==> config.mk <==
export PLATFORM = sky130hd
export DESIGN_NAME = ext_dbl_converter
export DESIGN_NICKNAME = d
export VERILOG_FILES = /design/src/rtl/fpcvt_pkg.sv /design/src/rtl/fpcvt_narrow.sv /design/src/rtl/fpcvt_widen.sv /design/src/rtl/ext_dbl_converter.sv
export SDC_FILE = /design/constraint.sdc
export NUM_CORES = 1
export LEC_CHECK = 0
export ABC_AREA = 0
export CELL_PAD_IN_SITES_DETAIL_PLACEMENT = 0
export CELL_PAD_IN_SITES_GLOBAL_PLACEMENT = 1
export CORE_UTILIZATION = 43
export CTS_BUF_LIST = sky130_fd_sc_hd__clkbuf_2
export CTS_CLUSTER_SIZE = 16
export DETAILED_ROUTE_END_ITERATION = 10
export DONT_BUFFER_PORTS = 1
export PLACE_DENSITY_LB_ADDON = 0.1
export SETUP_SLACK_MARGIN = 0.02
export SLEW_MARGIN = 0
export SYNTH_ARGS = -nofsm -noshare
export SYNTH_HDL_FRONTEND = slang
export SYNTH_SLANG_ARGS = --single-unit
export TNS_END_PERCENT = 50
==> constraint.sdc <==
create_clock -name clk -period 0.8 [get_ports clk]
set_input_delay 0.08 -clock clk [delete_from_list [all_inputs] [get_ports clk]]
set_output_delay 0.08 -clock clk [all_outputs]
set_load 0.01 [all_outputs]
==> src/rtl/fpcvt_pkg.sv <==
package fpcvt_pkg;
    localparam int EXT_EXP_W  = 15;
    localparam int EXT_SIG_W  = 64;
    localparam int DBL_EXP_W  = 11;
    localparam int DBL_FRAC_W = 52;
    localparam int EXT_W      = 1 + EXT_EXP_W + EXT_SIG_W;
    localparam int DBL_W      = 1 + DBL_EXP_W + DBL_FRAC_W;

    // output register occupancy
    typedef enum logic {
        ST_EMPTY = 1'b0,
        ST_FULL  = 1'b1
    } out_state_e;

    // operand classes seen by the narrowing path
    typedef enum logic [2:0] {
        NCL_NORM,
        NCL_INF,
        NCL_NAN,
        NCL_OVF,
        NCL_UNF
    } narrow_cls_e;

    // operand classes seen by the widening path
    typedef enum logic [1:0] {
        WCL_NORM,
        WCL_ZERO,
        WCL_SPEC,
        WCL_SUBN
    } widen_cls_e;
endpackage

==> src/rtl/fpcvt_narrow.sv <==
module fpcvt_narrow
    import fpcvt_pkg::*;
#(
    parameter int XE = EXT_EXP_W,
    parameter int XS = EXT_SIG_W,
    parameter int DE = DBL_EXP_W,
    parameter int DF = DBL_FRAC_W
) (
    input  logic [XE+XS:0] ext_i,
    output logic [DE+DF:0] dbl_o
);
    localparam int XBIAS   = 2**(XE-1) - 1;
    localparam int DBIAS   = 2**(DE-1) - 1;
    localparam int REBIAS  = XBIAS - DBIAS;
    localparam int DMAXEXP = 2**DE - 1;
    localparam logic [XE-1:0] REBIAS_X = XE'(REBIAS);
    localparam logic [XE-1:0] OVF_X    = XE'(REBIAS + DMAXEXP);
    localparam logic [XE-1:0] XONES    = '1;
    localparam logic [XS-1:0] INF_SIG  = {1'b1, {(XS-1){1'b0}}};
    localparam logic [DE-1:0] DONES    = '1;

    logic          sgn;
    logic [XE-1:0] exp_x;
    logic [XS-1:0] sig_x;
    logic [DF-1:0] frac_t;
    narrow_cls_e   cls;

    assign sgn    = ext_i[XE+XS];
    assign exp_x  = ext_i[XE+XS-1:XS];
    assign sig_x  = ext_i[XS-1:0];
    // truncating fraction: bits just below the explicit integer bit
    assign frac_t = sig_x[XS-2 -: DF];

    always_comb begin
        if (exp_x == XONES) begin
            cls = (sig_x == INF_SIG) ? NCL_INF : NCL_NAN;
        end else if (exp_x >= OVF_X) begin
            cls = NCL_OVF;
        end else if (exp_x <= REBIAS_X) begin
            cls = NCL_UNF;
        end else begin
            cls = NCL_NORM;
        end
    end

    always_comb begin
        unique case (cls)
            NCL_NORM: dbl_o = {sgn, DE'(exp_x - REBIAS_X), frac_t};
            NCL_NAN:  dbl_o = {sgn, DONES, frac_t};
            NCL_INF,
            NCL_OVF:  dbl_o = {sgn, DONES, {DF{1'b0}}};
            NCL_UNF:  dbl_o = {sgn, {(DE+DF){1'b0}}};
            default:  dbl_o = '0;
        endcase
    end
endmodule

==> src/rtl/fpcvt_widen.sv <==
module fpcvt_widen
    import fpcvt_pkg::*;
#(
    parameter int XE = EXT_EXP_W,
    parameter int XS = EXT_SIG_W,
    parameter int DE = DBL_EXP_W,
    parameter int DF = DBL_FRAC_W
) (
    input  logic [DE+DF:0] dbl_i,
    output logic [XE+XS:0] ext_o
);
    localparam int XBIAS  = 2**(XE-1) - 1;
    localparam int DBIAS  = 2**(DE-1) - 1;
    localparam int PADW   = XS - 1 - DF;
    localparam logic [XE-1:0] REBIAS_X = XE'(XBIAS - DBIAS);
    localparam logic [DE-1:0] DONES    = '1;
    localparam logic [XE-1:0] XONES    = '1;

    logic          sgn;
    logic [DE-1:0] exp_d;
    logic [DF-1:0] frac_d;
    logic [XS-1:0] sig_w;
    widen_cls_e    cls;

    assign sgn    = dbl_i[DE+DF];
    assign exp_d  = dbl_i[DE+DF-1:DF];
    assign frac_d = dbl_i[DF-1:0];
    // explicit integer bit, fraction, zero padding below
    assign sig_w  = {1'b1, frac_d, {PADW{1'b0}}};

    always_comb begin
        if (exp_d == DONES) begin
            cls = WCL_SPEC;
        end else if (exp_d != '0) begin
            cls = WCL_NORM;
        end else if (frac_d == '0) begin
            cls = WCL_ZERO;
        end else begin
            cls = WCL_SUBN;
        end
    end

    always_comb begin
        unique case (cls)
            WCL_NORM: ext_o = {sgn, XE'(exp_d) + REBIAS_X, sig_w};
            WCL_SUBN: ext_o = {sgn, REBIAS_X, sig_w};
            WCL_SPEC: ext_o = {sgn, XONES, sig_w};
            WCL_ZERO: ext_o = {sgn, {(XE+XS){1'b0}}};
            default:  ext_o = '0;
        endcase
    end
endmodule

==> src/rtl/ext_dbl_converter.sv <==
module ext_dbl_converter
    import fpcvt_pkg::*;
#(
    parameter int XE = EXT_EXP_W,
    parameter int XS = EXT_SIG_W,
    parameter int DE = DBL_EXP_W,
    parameter int DF = DBL_FRAC_W
) (
    input  logic              clk,
    input  logic              rst_n,
    input  logic              valid_in,
    input  logic              to_double,
    input  logic [XE+XS:0]    data_in,
    output logic              valid_out,
    output logic [XE+XS:0]    data_out
);
    localparam int XW = 1 + XE + XS;
    localparam int DW = 1 + DE + DF;

    out_state_e      state_q;
    out_state_e      state_d;
    logic [DW-1:0]   narrow_res;
    logic [XW-1:0]   widen_res;
    logic [XW-1:0]   next_res;
    logic [XW-1:0]   data_q;

    fpcvt_narrow #(.XE(XE), .XS(XS), .DE(DE), .DF(DF)) u_narrow (
        .ext_i (data_in),
        .dbl_o (narrow_res)
    );

    fpcvt_widen #(.XE(XE), .XS(XS), .DE(DE), .DF(DF)) u_widen (
        .dbl_i (data_in[DW-1:0]),
        .ext_o (widen_res)
    );

    assign next_res = to_double ? {{(XW-DW){1'b0}}, narrow_res} : widen_res;

    always_comb begin
        unique case (state_q)
            ST_EMPTY: state_d = valid_in ? ST_FULL : ST_EMPTY;
            ST_FULL:  state_d = valid_in ? ST_FULL : ST_EMPTY;
            default:  state_d = ST_EMPTY;
        endcase
    end

    always_ff @(posedge clk or negedge rst_n) begin
        if (!rst_n) state_q <= ST_EMPTY;
        else        state_q <= state_d;
    end

    always_ff @(posedge clk or negedge rst_n) begin
        if (!rst_n)        data_q <= '0;
        else if (valid_in) data_q <= next_res;
    end

    assign valid_out = (state_q == ST_FULL);
    assign data_out  = data_q;
endmodule


# Word-level counts from Yosys, hierarchy flattened
# Index checks and enable logic that the tools add are counted.
# classes
addsub,2
magnitude_cmp,2
eq_ne,10
muxes,11
n_reduce_logical,5
# ops
cell,n
case mux 80 bit (4 select lines),1
case mux 64 bit (4 select lines),1
2-to-1 mux 80 bit,1
"== test 64 bit, second input constant",1
zero test 52 bit,1
"adder 11 x 14 -> 15 bit, second input constant",1
"== test 15 bit, second input constant",1
"greater-or-equal comparator 15 bit, second input constant",1
"less-or-equal comparator 15 x 14 -> 1 bit, second input constant",1
"== test 11 bit, second input constant",1
nonzero test 11 bit,1
"subtractor 11 bit, second input constant",1
2-to-1 mux 3 bit,3
2-to-1 mux 2 bit,4
"== test 3 x 2 -> 1 bit, second input constant",2
"== test 2 bit, second input constant",2
"== test 3 x 1 -> 1 bit, second input constant",1
"== test 3 bit, second input constant",1
zero test 3 bit,1
"== test 2 x 1 -> 1 bit, second input constant",1
zero test 2 bit,1
OR reduction 2 bit,1
2-to-1 mux 1 bit,1
# totals
ff_bits,81
elab_cells,32

# Longest topological paths before layout
# logic_depth
depth_word,8
depth_mapped,7

# By module
# Synthesis repeated with hierarchy kept, for this count alone.
# unflattened
hier_cells,543
hier_area_um2,4865.9
# modules_own_cells
mod,n_inst,cells_per_inst,area_each_um2
ext_dbl_converter,1,348,3711.1
fpcvt_narrow,1,90,618.1
fpcvt_widen,1,105,536.8

# Worst setup path before layout
# OpenSTA, ideal clock, no wires.
# synth_path
path_type,in2reg
startpoint,input port data_in[61]
endpoint,"register data_q[53], in the netlist data_out[53]"
setup_ns,0.126
t_arrival_ns,1.669
required_time_ns,0.674
path_slack_ns,-0.995
cell_stages,7
cell_sequence,nor4_1 > nand4_1 > or4_1 > buf_2 > and2_4 > buf_6 > a221o_1
# synth_between
elab_chain_cells,7
word_cells_on_any_way,20
classes_between,eq/ne: 9; mux: 7; reduce/logical: 4
# synth_rtl
element,line,source
start: declaration,ext_dbl_converter.sv:13,"input logic [XE+XS:0] data_in,"
== test 64 bit,fpcvt_narrow.sv:36,cls = (sig_x == INF_SIG) ? NCL_INF : NCL_NAN;
2-to-1 mux 2 bit,fpcvt_narrow.sv:36,
2-to-1 mux 3 bit,fpcvt_narrow.sv:35,if (exp_x == XONES) begin
== test 3 x 1 -> 1 bit / == test 3 x 2 -> 1 bit (equally long branches),fpcvt_narrow.sv:47,unique case (cls)
OR reduction 2 bit,fpcvt_narrow.sv:47,
case mux 64 bit (4 select lines),fpcvt_narrow.sv:47,
2-to-1 mux 80 bit (*),ext_dbl_converter.sv:37,"assign next_res = to_double ? {{(XW-DW){1'b0}}, narrow_res} : widen_res;"
end signal: assignment,ext_dbl_converter.sv:54,else if (valid_in) data_q <= next_res;
end: declaration,ext_dbl_converter.sv:25,logic [XW-1:0] data_q;
# Every way passes the cells marked *; elsewhere a longest branch is shown, timed or not. The select of a mux whose other input is x is not followed.
# A chain may end at the register's enable or synchronous reset.

# Final worst setup path
# layout_path
startpoint,input port data_in[4]
endpoint,"register data_q[18], in the netlist data_out[18]"
# layout_between
elab_chain_cells,7
word_cells_on_any_way,20
classes_between,eq/ne: 8; mux: 8; reduce/logical: 4
# layout_rtl
element,line
== test 64 bit / zero test 52 bit (equally long branches),"fpcvt_narrow.sv:36, fpcvt_widen.sv:36"
2-to-1 mux 2 bit (on tied branches),"fpcvt_narrow.sv:36, fpcvt_widen.sv:36"
2-to-1 mux 3 bit / 2-to-1 mux 2 bit (equally long branches),"fpcvt_narrow.sv:35, fpcvt_widen.sv:34"
== test 3 x 1 -> 1 bit (tied with other cells),fpcvt_narrow.sv:47
OR reduction 2 bit (tied with other cells),fpcvt_narrow.sv:47
case mux 64 bit (4 select lines) / case mux 80 bit (4 select lines) (equally long branches),"fpcvt_narrow.sv:47, fpcvt_widen.sv:44"
2-to-1 mux 80 bit (*),ext_dbl_converter.sv:37
# Marked as above.

==> out/results.ini <==
[place]
dp.cells = 534
place_hpwl_um = 8670
gp_congestion = 0.781
io_buffers = 0

[sta]
period_needed_ps = 1380
worst_pin_slew_ps = 541
setup_viol = 148
relSlewSlack_pct = 63.8
max_freq_ghz = 0.726
final_max_slew_viol_count = 0
rsz0062_at_grt = yes
hold_violations = 103
finClkSkew_ps = 0
setup_slack_ps = -577
period_share_pct = 172
hold_ws_ps = -807

[clock_tree]
clk_pin_slew_ps = 240
h-tree-depth = 3
cts_tree = done
numCtsBuffers = 9
clockRootBuffer = clkbuf_2
clk_path_buf_depth = 2
clock_latency_ps = 530
cts_sinks = 78

[critical_path]
r2r-start = data_out[59]
critPathMaxFanout = 17
crit_path_start = data_in[4]
arrival_ps = 1800
path_class = input port to flop
r2r_cells = 3
critPathCaptureType = flop
r2r-end = data_out[59]
crit_required_ps = 1220
crit_end = data_out[18]
r2r_slack_ps = -300
cp-start-kind = input port

[global_route]
grt_use_met1_pct = 44.2
grt_start_max_net_pins = 79
grt_antenna_before_repair = 0
grt_pass1_vias = 4019
grt_usage_pct = 32.7
grt-ovfl-total = 0
grt_first_pass_wirelength_um = 21800
grt_use_met3_pct = 8.70
met2_usage_pct = 51.1
grt.busiest_layer = met2

[route]
drtIter0Drc = 294
wirelength_um = 15000
via_per_inst = 6.11
drc = 0
post_drt_wl_per_cell_um = 23.3
vias = 3920
dr.pass1.iters = 5
ant_nets = 0

[power_and_ir_drop]
clockPowerShare_pct = 26.7
power_density_mw_per_mm2 = 1570
ir_drop_uv = 780
internal-power_mw = 6.62
p_switching_mw = 2.76
p_leak_nw = 2.56
netSwitchingFraction_pct = 29.5
seq_power_share_pct = 49.4
combPwrFrac_pct = 23.9

[cells_and_area]
fillCellCount = 622
areaGrowthSynthToFinish_pct = 60.5
layoutNonFillerInstCount = 642
antenna_cells = 0
drive_gt1_share_pct = 29.8
nets = 617

[synth]
yosysWarnings = 0
syn-mean-instance-area_um2 = 9.65
ys_ff_latch = 78
synth_top_cell_by_area = dfrtp_1
yosysUniqueCellTypes = 31
synth_nets = 469
synth_edf_count = 0
ys_seq_area_share_pct = 52.6
synthArstFlopShare_pct = 100
syn_area_mm2 = 0.00371
yosysTopAreaCellShare_pct = 52.6
yosysMostFrequentCell = dfrtp_1
syn_inst = 385
synthFlopType = dfrtp_1
synthTopCellsByCount = dfrtp_1, o21ai_0, nand2_1
synth.area.top_cells = dfrtp_1, a32oi_1, o21ai_0

[run_status]
run_status = finished with violations
failed_checks = hold timing, setup timing

[die]
core_mm2 = 0.00830
fp.dieW_um = 94.9
die_area_mm2 = 0.00901
ios = 165
rows = 33
die_h_um = 94.9
start_util_pct = 44.7

[job]
drv_cap = 0

[worst_hold_path]
hp-class = input port to async pin

==> flip-flops by register name, indices dropped and copies added, names as in the netlist <==
signal     cells
valid_out      1
data_out      77
==> routing by layer <==
layer	share of wire, %	vias to the layer above
li1	-	1745
met1	42	1944
met2	47	204
met3	8.3	27
met4	2.1	0
met5	0	-
==> worst min path at each step <==
stage / slack (ps) / end / start / depth (start not counted)
global route: -850 / data_out[2] / rst_n / 0
detailed placement: -210 / data_out[2] / rst_n / 0
finish: -810 / data_out[2] / rst_n / 0
CTS: -820 / data_out[2] / rst_n / 0
floorplan: -220 / data_out[0] / rst_n / 0
global placement: -210 / data_out[2] / rst_n / 0
==> critical path, stage by stage <==
cell,delay (ps)
nor4_2,310
nand4_1,190
or4_4,650
clkbuf_16,230
a32oi_1,260
nand2_1,80
==> cell families after synthesis <==
group | count (synthesis) | synth area share (%)
compound gates | 144 | 26.4
buf+inv | 60 | 6.70
flops | 78 | 52.6
mux | 2 | 0.539
simple gates | 101 | 13.7
==> cells in the final DEF (no fill, tap or decap), drive strengths merged <==
cell type / synthesis / layout
a21oi: 8 / 8
nand3b: 12 / 12
a32oi: 41 / 41
nor4: 17 / 17
buf: 10 / 91
o2bb2ai: 4 / 4
clkinvlp: 0 / 3
nand3: 1 / 1
clkinv: 0 / 1
a31o: 1 / 1
a22o: 1 / 1
dfrtp: 78 / 78
nor3: 2 / 2
clkbuf: 25 / 12
and2: 2 / 3
nand4: 9 / 9
o31ai: 1 / 1
a2111oi: 2 / 2
or3: 1 / 1
dlygate4sd3: 0 / 77
o21ai: 76 / 76
a221o: 10 / 10
nand2: 51 / 51
mux2i: 2 / 2
bufinv: 0 / 2
inv: 25 / 25
or4: 2 / 2
nor2: 4 / 4
==> final cells by class <==
cell class,count,area (um^2),area share (%)
sequential,78,1950,32.7
timing repair buffer,171,1830,30.7
multi-input combinational,248,1820,30.6
tap,105,131,2.20
inverter,25,93.8,1.57
clock inverter,6,87.6,1.47
clock buffer,9,45.0,0.756
==> power groups by stage <==
stage	combinational (mW)	sequential, mW	clock, mW
6_report	2.24	4.63	2.51
5_1_grt	2.38	4.67	2.68
4_1_cts	2.06	4.61	2.51
3_5_place_dp	1.37	4.63	0
3_3_place_gp	1.35	4.62	0
2_1_floorplan	0.618	4.73	0
==> through the flow <==
step / area (um^2) / setup TNS (ps) / utilization, % / setup slack [ps] / power [mW]
floorplan: 3810 / -54550 / - / -962 / 5.35
global placement: 4390 / -71290 / 52.8 / -1230 / 5.98
global route: 5960 / -62800 / 71.8 / -544 / 9.74
finish: 5960 / -58210 / 71.8 / -577 / 9.38
detailed placement: 4390 / -71500 / 52.8 / -1230 / 6.00
CTS: 5640 / -58040 / 68.0 / -508 / 9.18
==> repair_timing <==
item / 4_1_cts / 5_1_grt
pin swaps: 3 / 11
hold endpoints to repair: 156 / 106
setup buffers: 5 / 6
cloned: 1 / 3
resized for setup: 79 / 41
hold buffers: 77 / 1
endpoints found under the setup margin: 145 / 147
No activity file was read; power rests on OpenSTA's default activity.
